--- src/rtl/colour_blend.sv ---
module colour_blend #(
  parameter int CW   = 5,
  parameter int NSRC = 6,
  localparam int PW   = 3 * CW,
  localparam int FW   = CW + 3,
  localparam int SRCW = $clog2(NSRC + 1),
  localparam int NEXT = 2 ** SRCW
) (
  input  logic            clk,
  input  logic            rst_n,
  input  logic            fix_we,
  input  logic [FW-1:0]   fix_wdata,
  input  logic [1:0]      clip_mode,
  input  logic [1:0]      stop_mode,
  input  logic            sub_sel,
  input  logic            sub_op,
  input  logic            half_en,
  input  logic [NSRC-1:0] src_en,
  input  logic [PW-1:0]   main_px,
  input  logic [SRCW-1:0] main_src,
  input  logic [PW-1:0]   sub_px,
  input  logic            sub_bd,
  input  logic            win_in,
  output logic [PW-1:0]   pix_out
);

  function automatic logic region_hit(input logic [1:0] mode, input logic win);
    case (mode)
      2'b00:   region_hit = 1'b0;
      2'b01:   region_hit = !win;
      2'b10:   region_hit = win;
      default: region_hit = 1'b1;
    endcase
  endfunction

  logic [PW-1:0]   fixed_q;
  logic [PW-1:0]   mixed;
  logic [NEXT-1:0] en_ext;

  wire clip    = region_hit(clip_mode, win_in);
  wire stop    = region_hit(stop_mode, win_in);
  wire use_fix = !sub_sel || sub_bd;

  assign en_ext = {{(NEXT - NSRC){1'b0}}, src_en};

  wire           blend   = en_ext[main_src] && !stop;
  wire           do_half = half_en && !clip && !(sub_sel && sub_bd);
  wire [PW-1:0]  base    = clip ? '0 : main_px;
  wire [PW-1:0]  opnd    = use_fix ? fixed_q : sub_px;

  for (genvar c = 0; c < 3; c++) begin : g_ch
    wire [CW-1:0] a   = base[c*CW +: CW];
    wire [CW-1:0] b   = opnd[c*CW +: CW];
    wire [CW:0]   sum = {1'b0, a} + {1'b0, b};
    wire [CW-1:0] dif = (a >= b) ? (a - b) : '0;
    logic [CW-1:0] res;

    always_comb begin
      if (!sub_op)
        res = do_half ? sum[CW:1] : (sum[CW] ? {CW{1'b1}} : sum[CW-1:0]);
      else
        res = do_half ? {1'b0, dif[CW-1:1]} : dif;
    end

    assign mixed[c*CW +: CW] = blend ? res : a;

    always_ff @(posedge clk) begin
      if (!rst_n)
        fixed_q[c*CW +: CW] <= '0;
      else if (fix_we && fix_wdata[CW + c])
        fixed_q[c*CW +: CW] <= fix_wdata[CW-1:0];
    end
  end

  always_ff @(posedge clk) begin
    if (!rst_n) pix_out <= '0;
    else        pix_out <= mixed;
  end

endmodule


--- config.mk ---
export PLATFORM = sky130hd
export DESIGN_NAME = colour_blend
export DESIGN_NICKNAME = d
export VERILOG_FILES = /design/src/rtl/colour_blend.sv
export SDC_FILE = /design/constraint.sdc
export NUM_CORES = 1
export LEC_CHECK = 0
export BUFFER_PORTS_ARGS = -buffer_cell sky130_fd_sc_hd__buf_2
export CORE_MARGIN = 2
export CORE_UTILIZATION = 35
export DETAILED_ROUTE_END_ITERATION = 6
export PLACE_DENSITY_LB_ADDON = 0.3
export SLEW_MARGIN = 20
export SYNTH_ARGS = -nofsm -noshare
export SYNTH_HDL_FRONTEND = slang
export SYNTH_SLANG_ARGS = --single-unit
--- constraint.sdc ---
create_clock -name clk -period 2.9 [get_ports clk]
set_input_delay 0.145 -clock clk [delete_from_list [all_inputs] [get_ports clk]]
set_output_delay 0.145 -clock clk [all_outputs]
set_load 0.005 [all_outputs]
==> flow_metrics.env, run 1 <==
export IMPL_root_buffer="clkbuf_8"
export IMPL_route_detailed_drc=0
export IMPL_cts_hold_buf=0
export IMPL_crit_family="simple AND/OR/NAND/NOR gates"
export IMPL_ios=74
export IMPL_cts_sinks=30
export IMPL_via_count=3220
export IMPL_syn_to_final_growth_pct=17.18
export IMPL_ant_nets=0
export IMPL_finalCritPeriodShare=0.8909
export IMPL_switching_power_uw=527.3
export IMPL_syn_instance_count=412
export IMPL_antenna_cells=0
export IMPL_dr_pass1_iters=4
export IMPL_cts_tree="done"
export IMPL_gp_congestion=0.8813
export IMPL_critical_path_depth=12
export IMPL_grt_max_degree=34
export IMPL_yosysSeqAreaShare=0.1879
export IMPL_status="completed"
export IMPL_synth_cell_types=63
export IMPL_synthTopCellsByArea="dfxtp_1, ha_1, nand2_1, nand3_1, mux2_2"
export IMPL_required_ns=3.08
export IMPL_pwr_share_comb=0.468
export IMPL_slew_headroom=0.4606
export IMPL_clkTransAtPathRegs_ns=0.06
export IMPL_grt_pass1_wl_mm=14.15
export IMPL_fp_dieH_um=99.57
export IMPL_ys_warn_count=0
export IMPL_yosysTopAreaCellShare=0.1879
export IMPL_fp_coreArea_mm2=0.008806
export IMPL_hold_path_depth=3
export IMPL_hpwl_mm=7.065
export IMPL_p_int_uw=895.2
export IMPL_final_area_mm2=0.003746
export IMPL_crit_path_top_delay_cell="nor4b_1"
export IMPL_cp_slowest_stage_delay_ns=0.39
export IMPL_ys_ff_latch=30
export IMPL_fin_setup_tns_ns=0
export IMPL_clkPwrFrac=0.216
export IMPL_grt_overflow=0
export IMPL_drtIter0Drc=169
export IMPL_path_cells="buf_2 -> nor2b_4 -> buf_4 -> mux2_2 -> ha_1 -> nor4b_1 -> nor3_1 -> o21ai_0 -> and2_1 -> nand2_1 -> o211a_1 -> o32ai_1"
export IMPL_switching_share=0.3707
export IMPL_drive_above_1_share=0.2510
export IMPL_initial_core_util=0.3630
export IMPL_grt_usage=0.1754
export IMPL_path_class="primary input to flip-flop"
export IMPL_h_tree_depth=2
export IMPL_wl_per_cell_um=14.77
export IMPL_critPathBufInv=2
export IMPL_totalPowerFinal_mw=1.422
export IMPL_hold_class="primary input to flip-flop"
export IMPL_power_frac_seq=0.316
export IMPL_placed_cell_area_mm2=0.003670
export IMPL_reg2reg_slack_ns=0.46
export IMPL_antenna_found_initial=0
export IMPL_port_buffers=73
export IMPL_critPathLaunchType="primary input"
export IMPL_worstPathMaxFanout=11
export IMPL_first_global_vias=3001
export IMPL_post_route_util=0.4254
export IMPL_vias_per_cell=5.495
export IMPL_ff2ff_path_depth=8
export IMPL_drv_slew=0
export IMPL_syn_nets=504
export IMPL_synth_edf_count=0
export IMPL_hold_viol=0
export IMPL_pre_cts_slack_ns=0.07371
export IMPL_rsz0062_at_grt="false"
export IMPL_drt_wl_total_mm=8.658
export IMPL_skew_ns=0.005204
export IMPL_power_per_cell_area_mw_per_mm2=379.7
export IMPL_arrival_ns=2.76
export IMPL_maxCapViolCount=0
export IMPL_worstMarginPinSlew_ns=0.8091
export IMPL_cts_made_buffers=5
export IMPL_async_reset_ff_frac=0
export IMPL_synth_area_mm2=0.003197
export IMPL_finalHoldWorstSlack_ns=0.1583
export IMPL_cellLeakagePower_nw=1.691
export IMPL_finalSetupViolations=0
export IMPL_die_width_um=99.57
export IMPL_ir_worst_vdd_mv=0.1563
export IMPL_layout_setup_ws_ns=0.3163
export IMPL_rows=34
export IMPL_cts_resized=0
export IMPL_clockBufferDepth=2
export IMPL_cts_setup_buffers=0
export IMPL_fmax_mhz=387.0
export IMPL_syn_avg_cell_area_um2=7.759
export IMPL_nNetsFinal=570
export IMPL_die_area_mm2=0.009914
export IMPL_yosys_most_used_dff="dfxtp_1"
export IMPL_synth_area_leader_cell="dfxtp_1"
export IMPL_layout_min_cycle_time_ns=2.584
export IMPL_fin_cells=586
export IMPL_endpoint_kind="flip-flop"
export IMPL_clock_latency_ns=0.28
export IMPL_placed_cells=579
[kinds of logic (layout without fill, tap and decap cells)]
kind of cell | after synthesis | in the layout | synth area share
simple gates | 134 | 134 | 0.2039
compound gates | 121 | 121 | 0.2681
buf+inv | 57 | 123 | 0.07827
fa+ha+maj | 33 | 33 | 0.1362
flops | 30 | 30 | 0.1879
mux | 22 | 22 | 0.08454
xor+xnor | 15 | 15 | 0.04109
[synthesized netlist by cell type (all sizes together), types with 4 or more instances]
library cell and count:
nor2b 5, o211ai 5, nand2b 7, o21ai 25
and2 14, nor2 23, a21boi 16, ha 30
and3 4, inv 30, dfxtp 30, nand3 28
nor3 7, xor2 4, a31oi 13, mux2 14
nand2 40, a21oi 23, a221oi 4, clkbuf 18
mux2i 7, buf 8, xnor2 11
[per-layer routing]
layer  global-route usage  share of wire  up-vias  routed length, um
met5                    0              0        -                  0
met4              0.04531          0.011        0                 92
met1               0.2421           0.48     1468               4165
met3              0.04919          0.087        7                755
met2               0.2698           0.42      136               3644
li1                     -              -     1609                  -
[flip-flops by register name (all words and copies together) (netlist names)]
name     cells
fixed_q     15
pix_out     15
[worst min-delay path, cell delays in order]
cell and delay, ns:
buf_2 0.12, nand3_1 0.06, a21boi_0 0.06
[cell type report]
cell class | instances | area (um^2)
Fill cell | 876 | 5060
Multi-Input combinational cell | 325 | 2346
Sequential cell | 30 | 600.6
Timing Repair Buffer | 85 | 467.9
Tap cell | 108 | 135.1
Inverter | 31 | 120.1
Clock buffer | 7 | 76.32
[worst paths after layout]
path / from / endpoint
max reg2reg: fixed_q[13]$_SDFFE_PN0P_ / pix_out[14]$_SDFF_PN0_
min: fix_wdata[0] / fixed_q[10]$_SDFFE_PN0P_
min reg2reg: fixed_q[0]$_SDFFE_PN0P_ / fixed_q[0]$_SDFFE_PN0P_
max: sub_bd / pix_out[5]$_SDFF_PN0_
[cells in the final DEF, fill, tap and decap left out, drive strengths merged, types with 5 or more instances in the layout]
| master | count |
|---|---|
| buf | 85 |
| nand2 | 40 |
| ha | 30 |
| dfxtp | 30 |
| inv | 30 |
| nand3 | 28 |
| o21ai | 25 |
| nor2 | 23 |
| a21oi | 23 |
| a21boi | 16 |
| and2 | 14 |
| mux2 | 14 |
| a31oi | 13 |
| xnor2 | 11 |
| nand2b | 7 |
| nor3 | 7 |
| mux2i | 7 |
| clkbuf | 7 |
| o211ai | 5 |
| nor2b | 5 |
[power by group through the flow]
stage / Sequential, mW / Clock, mW / Combinational (mW)
6_report: 0.450 / 0.307 / 0.665
5_1_grt: 0.453 / 0.336 / 0.735
4_1_cts: 0.450 / 0.316 / 0.657
3_5_place_dp: 0.459 / 0 / 0.654
3_3_place_gp: 0.459 / 0 / 0.644
2_1_floorplan: 0.461 / 0 / 0.464
(Power assumes the default switching activity.)
==> run 2, diff against run 1 <==
--- a/config.mk
+++ b/config.mk
@@ -9,6 +9,7 @@
 export CORE_MARGIN = 2
 export CORE_UTILIZATION = 35
 export DETAILED_ROUTE_END_ITERATION = 6
+export GPL_TIMING_DRIVEN = 0
 export PLACE_DENSITY_LB_ADDON = 0.3
 export SLEW_MARGIN = 20
 export SYNTH_ARGS = -nofsm -noshare
==> run 2 against run 1 <==
Fmax is 4.7% lower. Global-route usage is 0.68 points higher. Worst hold slack better by 0.0018 ns. Register-to-register slack worse by 0.07 ns. Sequential cell count stayed put. Wire length is 6.0% higher. Via count is 2.6% higher. Non-clock buffer count is 11 higher. Core utilization is 0.37 points higher. Power hardly changed. Critical endpoint unchanged.
==> flow_metrics.env, run 2 (same netlist as run 1, synthesis figures left out) <==
export IMPL_crit_path_top_delay_cell="mux2i_1"
export IMPL_grt_usage=0.1821
export IMPL_grt_max_degree=20
export IMPL_fp_coreArea_mm2=0.008806
export IMPL_finalSetupViolations=0
export IMPL_cts_sinks=30
export IMPL_wl_per_cell_um=15.37
export IMPL_port_buffers=72
export IMPL_cts_hold_buf=0
export IMPL_finalHoldWorstSlack_ns=0.1601
export IMPL_die_area_mm2=0.009914
export IMPL_endpoint_kind="flip-flop"
export IMPL_route_detailed_drc=0
export IMPL_h_tree_depth=2
export IMPL_power_per_cell_area_mw_per_mm2=376.4
export IMPL_totalPowerFinal_mw=1.422
export IMPL_vias_per_cell=5.533
export IMPL_clockBufferDepth=2
export IMPL_finalCritPeriodShare=0.9353
export IMPL_cts_tree="done"
export IMPL_cts_made_buffers=5
export IMPL_worstMarginPinSlew_ns=0.5605
export IMPL_switching_power_uw=534.5
export IMPL_worstPathMaxFanout=19
export IMPL_pwr_share_comb=0.471
export IMPL_layout_min_cycle_time_ns=2.712
export IMPL_drive_above_1_share=0.2413
export IMPL_placed_cell_area_mm2=0.003692
export IMPL_fmax_mhz=368.7
export IMPL_drv_slew=0
export IMPL_layout_commonest_cell="buf_2"
export IMPL_root_buffer="clkbuf_8"
export IMPL_ant_nets=0
export IMPL_status="completed"
export IMPL_clock_latency_ns=0.28
export IMPL_maxCapViolCount=0
export IMPL_clkTransAtPathRegs_ns=0.06
export IMPL_crit_path_frequent_cell="and2_1"
export IMPL_nNetsFinal=581
export IMPL_antenna_found_initial=0
export IMPL_p_int_uw=887.8
export IMPL_drt_wl_total_mm=9.176
export IMPL_die_width_um=99.57
export IMPL_cts_setup_buffers=0
export IMPL_path_class="primary input to flip-flop"
export IMPL_grt_pass1_wl_mm=14.69
export IMPL_ios=74
export IMPL_skew_ns=0.007003
export IMPL_multiInputGateArea_mm2=0.002360
export IMPL_power_frac_seq=0.316
export IMPL_post_route_util=0.4291
export IMPL_fp_dieH_um=99.57
export IMPL_dr_pass1_iters=5
export IMPL_crit_family="compound AO/OA/AOI/OAI gates"
export IMPL_ir_worst_vdd_mv=0.1745
export IMPL_cp_slowest_stage_delay_ns=0.35
export IMPL_slew_headroom=0.6263
export IMPL_reg_top3="fixed_q (15), pix_out (15)"
export IMPL_drtIter0Drc=302
export IMPL_critPathBufInv=3
export IMPL_via_count=3303
export IMPL_syn_to_final_growth_pct=18.20
export IMPL_n_fill_cell=897
export IMPL_hold_viol=0
export IMPL_clkPwrFrac=0.213
export IMPL_rows=34
export IMPL_layout_setup_ws_ns=0.1876
export IMPL_switching_share=0.3758
export IMPL_pre_cts_slack_ns=-0.5224
export IMPL_path_cells="buf_2 -> mux2i_1 -> buf_6 -> and2_1 -> ha_1 -> clkbuf_1 -> nor2b_1 -> a21o_1 -> o21ai_0 -> and2_1 -> nand2_1 -> o211a_1 -> o32ai_1"
export IMPL_cellLeakagePower_nw=1.693
export IMPL_mostFrequentLayoutCells="buf_2, nand2_1, ha_1, dfxtp_1"
export IMPL_seqCellArea_um2=600.6
export IMPL_arrival_ns=2.88
export IMPL_antenna_cells=0
export IMPL_hold_class="primary input to flip-flop"
export IMPL_grt_overflow=0
export IMPL_final_area_mm2=0.003779
export IMPL_required_ns=3.06
export IMPL_hpwl_mm=7.622
export IMPL_critPathLaunchType="primary input"
export IMPL_gp_congestion=0.9029
export IMPL_first_global_vias=3042
export IMPL_initial_core_util=0.3630
## run 2: cell types whose count changed in the layout (fill, tap and decap cells not counted), moves of 3 or more
| cell | delta |
|---|---|
| buf_6 | +4 |
| buf_4 | -11 |
| buf_2 | +3 |
| clkbuf_1 | +15 |
## run 2: layer usage
layer  part of all wire  up-vias  routed length (um)  GRT usage
met5                  0        -                   0          0
met4             0.0059        0                  54    0.03688
met2               0.44      169                4083     0.2905
met3              0.077        6                 710    0.03373
li1                   -     1628                   -          -
met1               0.47     1500                4327     0.2574
## run 2: worst paths after layout
check / from / endpoint / slack (ns) / cells past startpoint
hold / removal: fix_wdata[4] / fixed_q[4]$_SDFFE_PN0P_ / 0.16 / 3
setup reg to reg: fixed_q[7]$_SDFFE_PN0P_ / pix_out[5]$_SDFF_PN0_ / 0.39 / 10
setup / recovery: win_in / pix_out[5]$_SDFF_PN0_ / 0.19 / 13
hold reg to reg: fixed_q[10]$_SDFFE_PN0P_ / fixed_q[10]$_SDFFE_PN0P_ / 0.46 / 2
## run 2: timing repair
item / 4_1_cts / 5_1_grt
setup endpoints to repair: 11 / 5
endpoints found under the hold margin: 0 / 0
resized for setup: 0 / 3
## run 2: area by class of cell
type / count / share of cell area
Buffer: 24 / 0.03344
Inverter: 31 / 0.03179
Timing Repair Buffer: 72 / 0.09536
Clock buffer: 7 / 0.02020
Sequential cell: 30 / 0.1589
Tap cell: 108 / 0.03576
Multi-Input combinational cell: 325 / 0.6245
## run 2: power groups by stage
stage	Sequential, mW	Clock [mW]	Combinational (mW)
4_1_cts	0.450	0.315	0.652
3_3_place_gp	0.458	0	0.641
2_1_floorplan	0.461	0	0.464
6_report	0.449	0.303	0.669
3_5_place_dp	0.459	0	0.650
5_1_grt	0.453	0.337	0.740
## run 2: per-stage QoR
| stage | TNS [ns] | instances |
|---|---|---|
| final | 0 | 597 |
| after global routing | -0.01999 | 597 |
| after CTS | 0 | 597 |
| after detailed placement | -5.183 | 592 |
| after global placement | -5.458 | 592 |
| after floorplan | 0 | 412 |
## run 2: worst register-to-register path, cell delays in order (launching register included)
cell,delay (ns)
dfxtp_1,0.31
mux2_2,0.27
ha_1,0.27
clkbuf_1,0.21
nor2b_1,0.20
a21o_1,0.20
o21ai_0,0.21
and2_1,0.23
nand2_1,0.07
o211a_1,0.12
o32ai_1,0.30
==> run 3, diff against run 2 <==
--- a/config.mk
+++ b/config.mk
@@ -6,11 +6,14 @@
 export NUM_CORES = 1
 export LEC_CHECK = 0
 export BUFFER_PORTS_ARGS = -buffer_cell sky130_fd_sc_hd__buf_2
+export CELL_PAD_IN_SITES_DETAIL_PLACEMENT = 1
+export CELL_PAD_IN_SITES_GLOBAL_PLACEMENT = 1
 export CORE_MARGIN = 2
 export CORE_UTILIZATION = 35
 export DETAILED_ROUTE_END_ITERATION = 6
 export GPL_TIMING_DRIVEN = 0
 export PLACE_DENSITY_LB_ADDON = 0.3
+export SKIP_LAST_GASP = 1
 export SLEW_MARGIN = 20
 export SYNTH_ARGS = -nofsm -noshare
 export SYNTH_HDL_FRONTEND = slang
==> run 3 against run 2 <==
Clock-buffer cell count is 1 lower. Critical path type unchanged. Critical endpoint is now pix_out[0]$_SDFF_PN0_. Largest cell class unchanged. Critical path depth is 1 lower. Sequential share of layout area is 0.36 points lower.
==> flow_metrics.env, run 3 (same netlist as run 1, synthesis figures left out) <==
export IMPL_route_detailed_drc=0
export IMPL_gr_usage_met3=0.03654
export IMPL_antenna_cells=0
export IMPL_min_from="fix_wdata[0]"
export IMPL_cellLeakagePower_nw=1.731
export IMPL_reg2reg_from="fixed_q[3]$_SDFFE_PN0P_"
export IMPL_crit_path_top_delay_cell="o41ai_4"
export IMPL_grt_usage=0.2237
export IMPL_drtIter0Drc=178
export IMPL_hpwl_mm=8.831
export IMPL_rows=34
export IMPL_layout_min_cycle_time_ns=2.822
export IMPL_worstPathMaxFanout=10
export IMPL_clock_latency_ns=0.29
export IMPL_h_tree_depth=2
export IMPL_clkTransAtPathRegs_ns=0.07
export IMPL_layout_setup_ws_ns=0.07789
export IMPL_cts_tree="done"
export IMPL_placed_cells=592
export IMPL_top_usage_layer="met2"
export IMPL_reg2reg_slack_ns=0.31
export IMPL_vias_per_cell=5.558
export IMPL_mostFrequentLayoutCells="buf_2, nand2_1, ha_1, dfxtp_1"
export IMPL_via_count=3346
export IMPL_ff2ff_path_depth=8
export IMPL_ir_worst_vdd_mv=0.1842
export IMPL_status="completed"
export IMPL_cts_hold_buf=0
export IMPL_critPathLaunchType="primary input"
export IMPL_grt_overflow=0
export IMPL_nNetsFinal=585
export IMPL_drive_above_1_share=0.2611
export IMPL_first_global_vias=3547
export IMPL_grt_use_met2=0.3888
export IMPL_crit_end="pix_out[0]$_SDFF_PN0_"
export IMPL_n_fill_cell=1138
export IMPL_initial_core_util=0.3630
export IMPL_wl_per_cell_um=18.22
export IMPL_hold_class="primary input to flip-flop"
export IMPL_root_buffer="clkbuf_8"
export IMPL_cts_sinks=30
export IMPL_post_route_util=0.4389
export IMPL_skew_ns=0.007691
export IMPL_die_width_um=99.57
export IMPL_drt_wl_total_mm=10.97
export IMPL_antenna_found_initial=0
export IMPL_ios=74
export IMPL_drv_slew=0
export IMPL_rsz0062_at_grt="false"
export IMPL_path_cells="buf_2 -> mux2i_2 -> buf_4 -> clkbuf_4 -> and2_1 -> ha_1 -> o41ai_4 -> o21ai_1 -> nand2b_1 -> o21ai_0 -> and3_1 -> o32ai_1"
export IMPL_ant_nets=0
export IMPL_port_buffers=72
export IMPL_grt_use_met1=0.2889
export IMPL_dr_pass1_iters=4
export IMPL_totalPowerFinal_mw=1.538
export IMPL_fin_cells=602
export IMPL_clockBufferDepth=2
export IMPL_gp_congestion=0.8706
export IMPL_worstMarginPinSlew_ns=0.5486
export IMPL_maxCapViolCount=0
export IMPL_endpoint_kind="flip-flop"
export IMPL_fp_dieH_um=99.57
export IMPL_r2r_end="pix_out[0]$_SDFF_PN0_"
export IMPL_grt_max_degree=16
export IMPL_layout_commonest_cell="buf_2"
export IMPL_finalCritPeriodShare=0.9731
export IMPL_fp_coreArea_mm2=0.008806
export IMPL_cts_made_buffers=5
export IMPL_required_ns=3.05
export IMPL_die_area_mm2=0.009914
export IMPL_fmax_mhz=354.3
export IMPL_reg_top3="fixed_q (15), pix_out (15)"
export IMPL_slew_headroom=0.6342
export IMPL_power_per_cell_area_mw_per_mm2=398.0
export IMPL_fin_setup_tns_ns=0
export IMPL_hold_viol=0
export IMPL_path_class="primary input to flip-flop"
export IMPL_arrival_ns=2.97
export IMPL_cp_slowest_stage_delay_ns=0.46
export IMPL_grt_pass1_wl_mm=17.65
export IMPL_pre_cts_slack_ns=-0.8016
export IMPL_finalSetupViolations=0
export IMPL_crit_start="win_in"
export IMPL_syn_to_final_growth_pct=20.90
[run 3: critical path: cells and delay by family]
family,cells,cell delay (ns)
buffers and inverters,3,0.54
adders and majority gates,1,0.37
and+or+nand+nor,3,0.59
muxes,1,0.24
AOI/OAI and AO/OA,4,1.09
[run 3: area by class of cell]
cell class                 instances  area (um^2)  share of cell area
timing repair buffer              76        390.4              0.1010
inverter                          31        120.1             0.03108
clock buffer                       6        82.58             0.02137
tap                              108        135.1             0.03496
multi-input combinational        325         2397              0.6203
sequential                        30        600.6              0.1554
buffer                            24        126.4             0.03270
clock inverter                     2        12.51            0.003237
[run 3: metrics by stage]
stage                     hold WS (ns)  cell area [um^2]
after detailed placement        0.4545              3692
final                           0.1409              3865
after global placement          0.4461              3692
after CTS                       0.1403              3795
after global routing            0.1561              3865
after floorplan                 0.3011              3197
[run 3: power breakdown]
part           switching (mW)  total, mW  leakage, nW  internal (mW)
Clock                   0.176      0.367       0.0472          0.191
Sequential            0.00969      0.450        0.247          0.440
Combinational           0.422      0.721         1.44          0.300
[run 3: how the worst min path moves through the flow]
stage | end | slack (ns) | depth (start not counted)
2_1_floorplan | fixed_q[0]$_SDFFE_PN0P_ | 0.30 | 2
3_3_place_gp | fixed_q[14]$_SDFFE_PN0P_ | 0.45 | 3
3_5_place_dp | fixed_q[5]$_SDFFE_PN0P_ | 0.45 | 3
4_1_cts | fixed_q[5]$_SDFFE_PN0P_ | 0.14 | 3
5_1_grt | fixed_q[5]$_SDFFE_PN0P_ | 0.16 | 3
6_report | fixed_q[5]$_SDFFE_PN0P_ | 0.14 | 3
[run 3: what timing repair did]
action | in CTS | in global routing
pin swaps | 0 | 2
gates resized for setup | 3 | 7
setup buffers | 0 | 4
setup endpoints to repair | 15 | 11
[run 3: per-layer routing]
| metal | part of all wire | routed length, um | vias up |
|---|---|---|---|
| li1 | - | - | 1633 |
| met1 | 0.46 | 5044 | 1595 |
| met2 | 0.48 | 5240 | 103 |
| met3 | 0.047 | 515 | 15 |
| met4 | 0.015 | 165 | 0 |
| met5 | 0 | 0 | - |
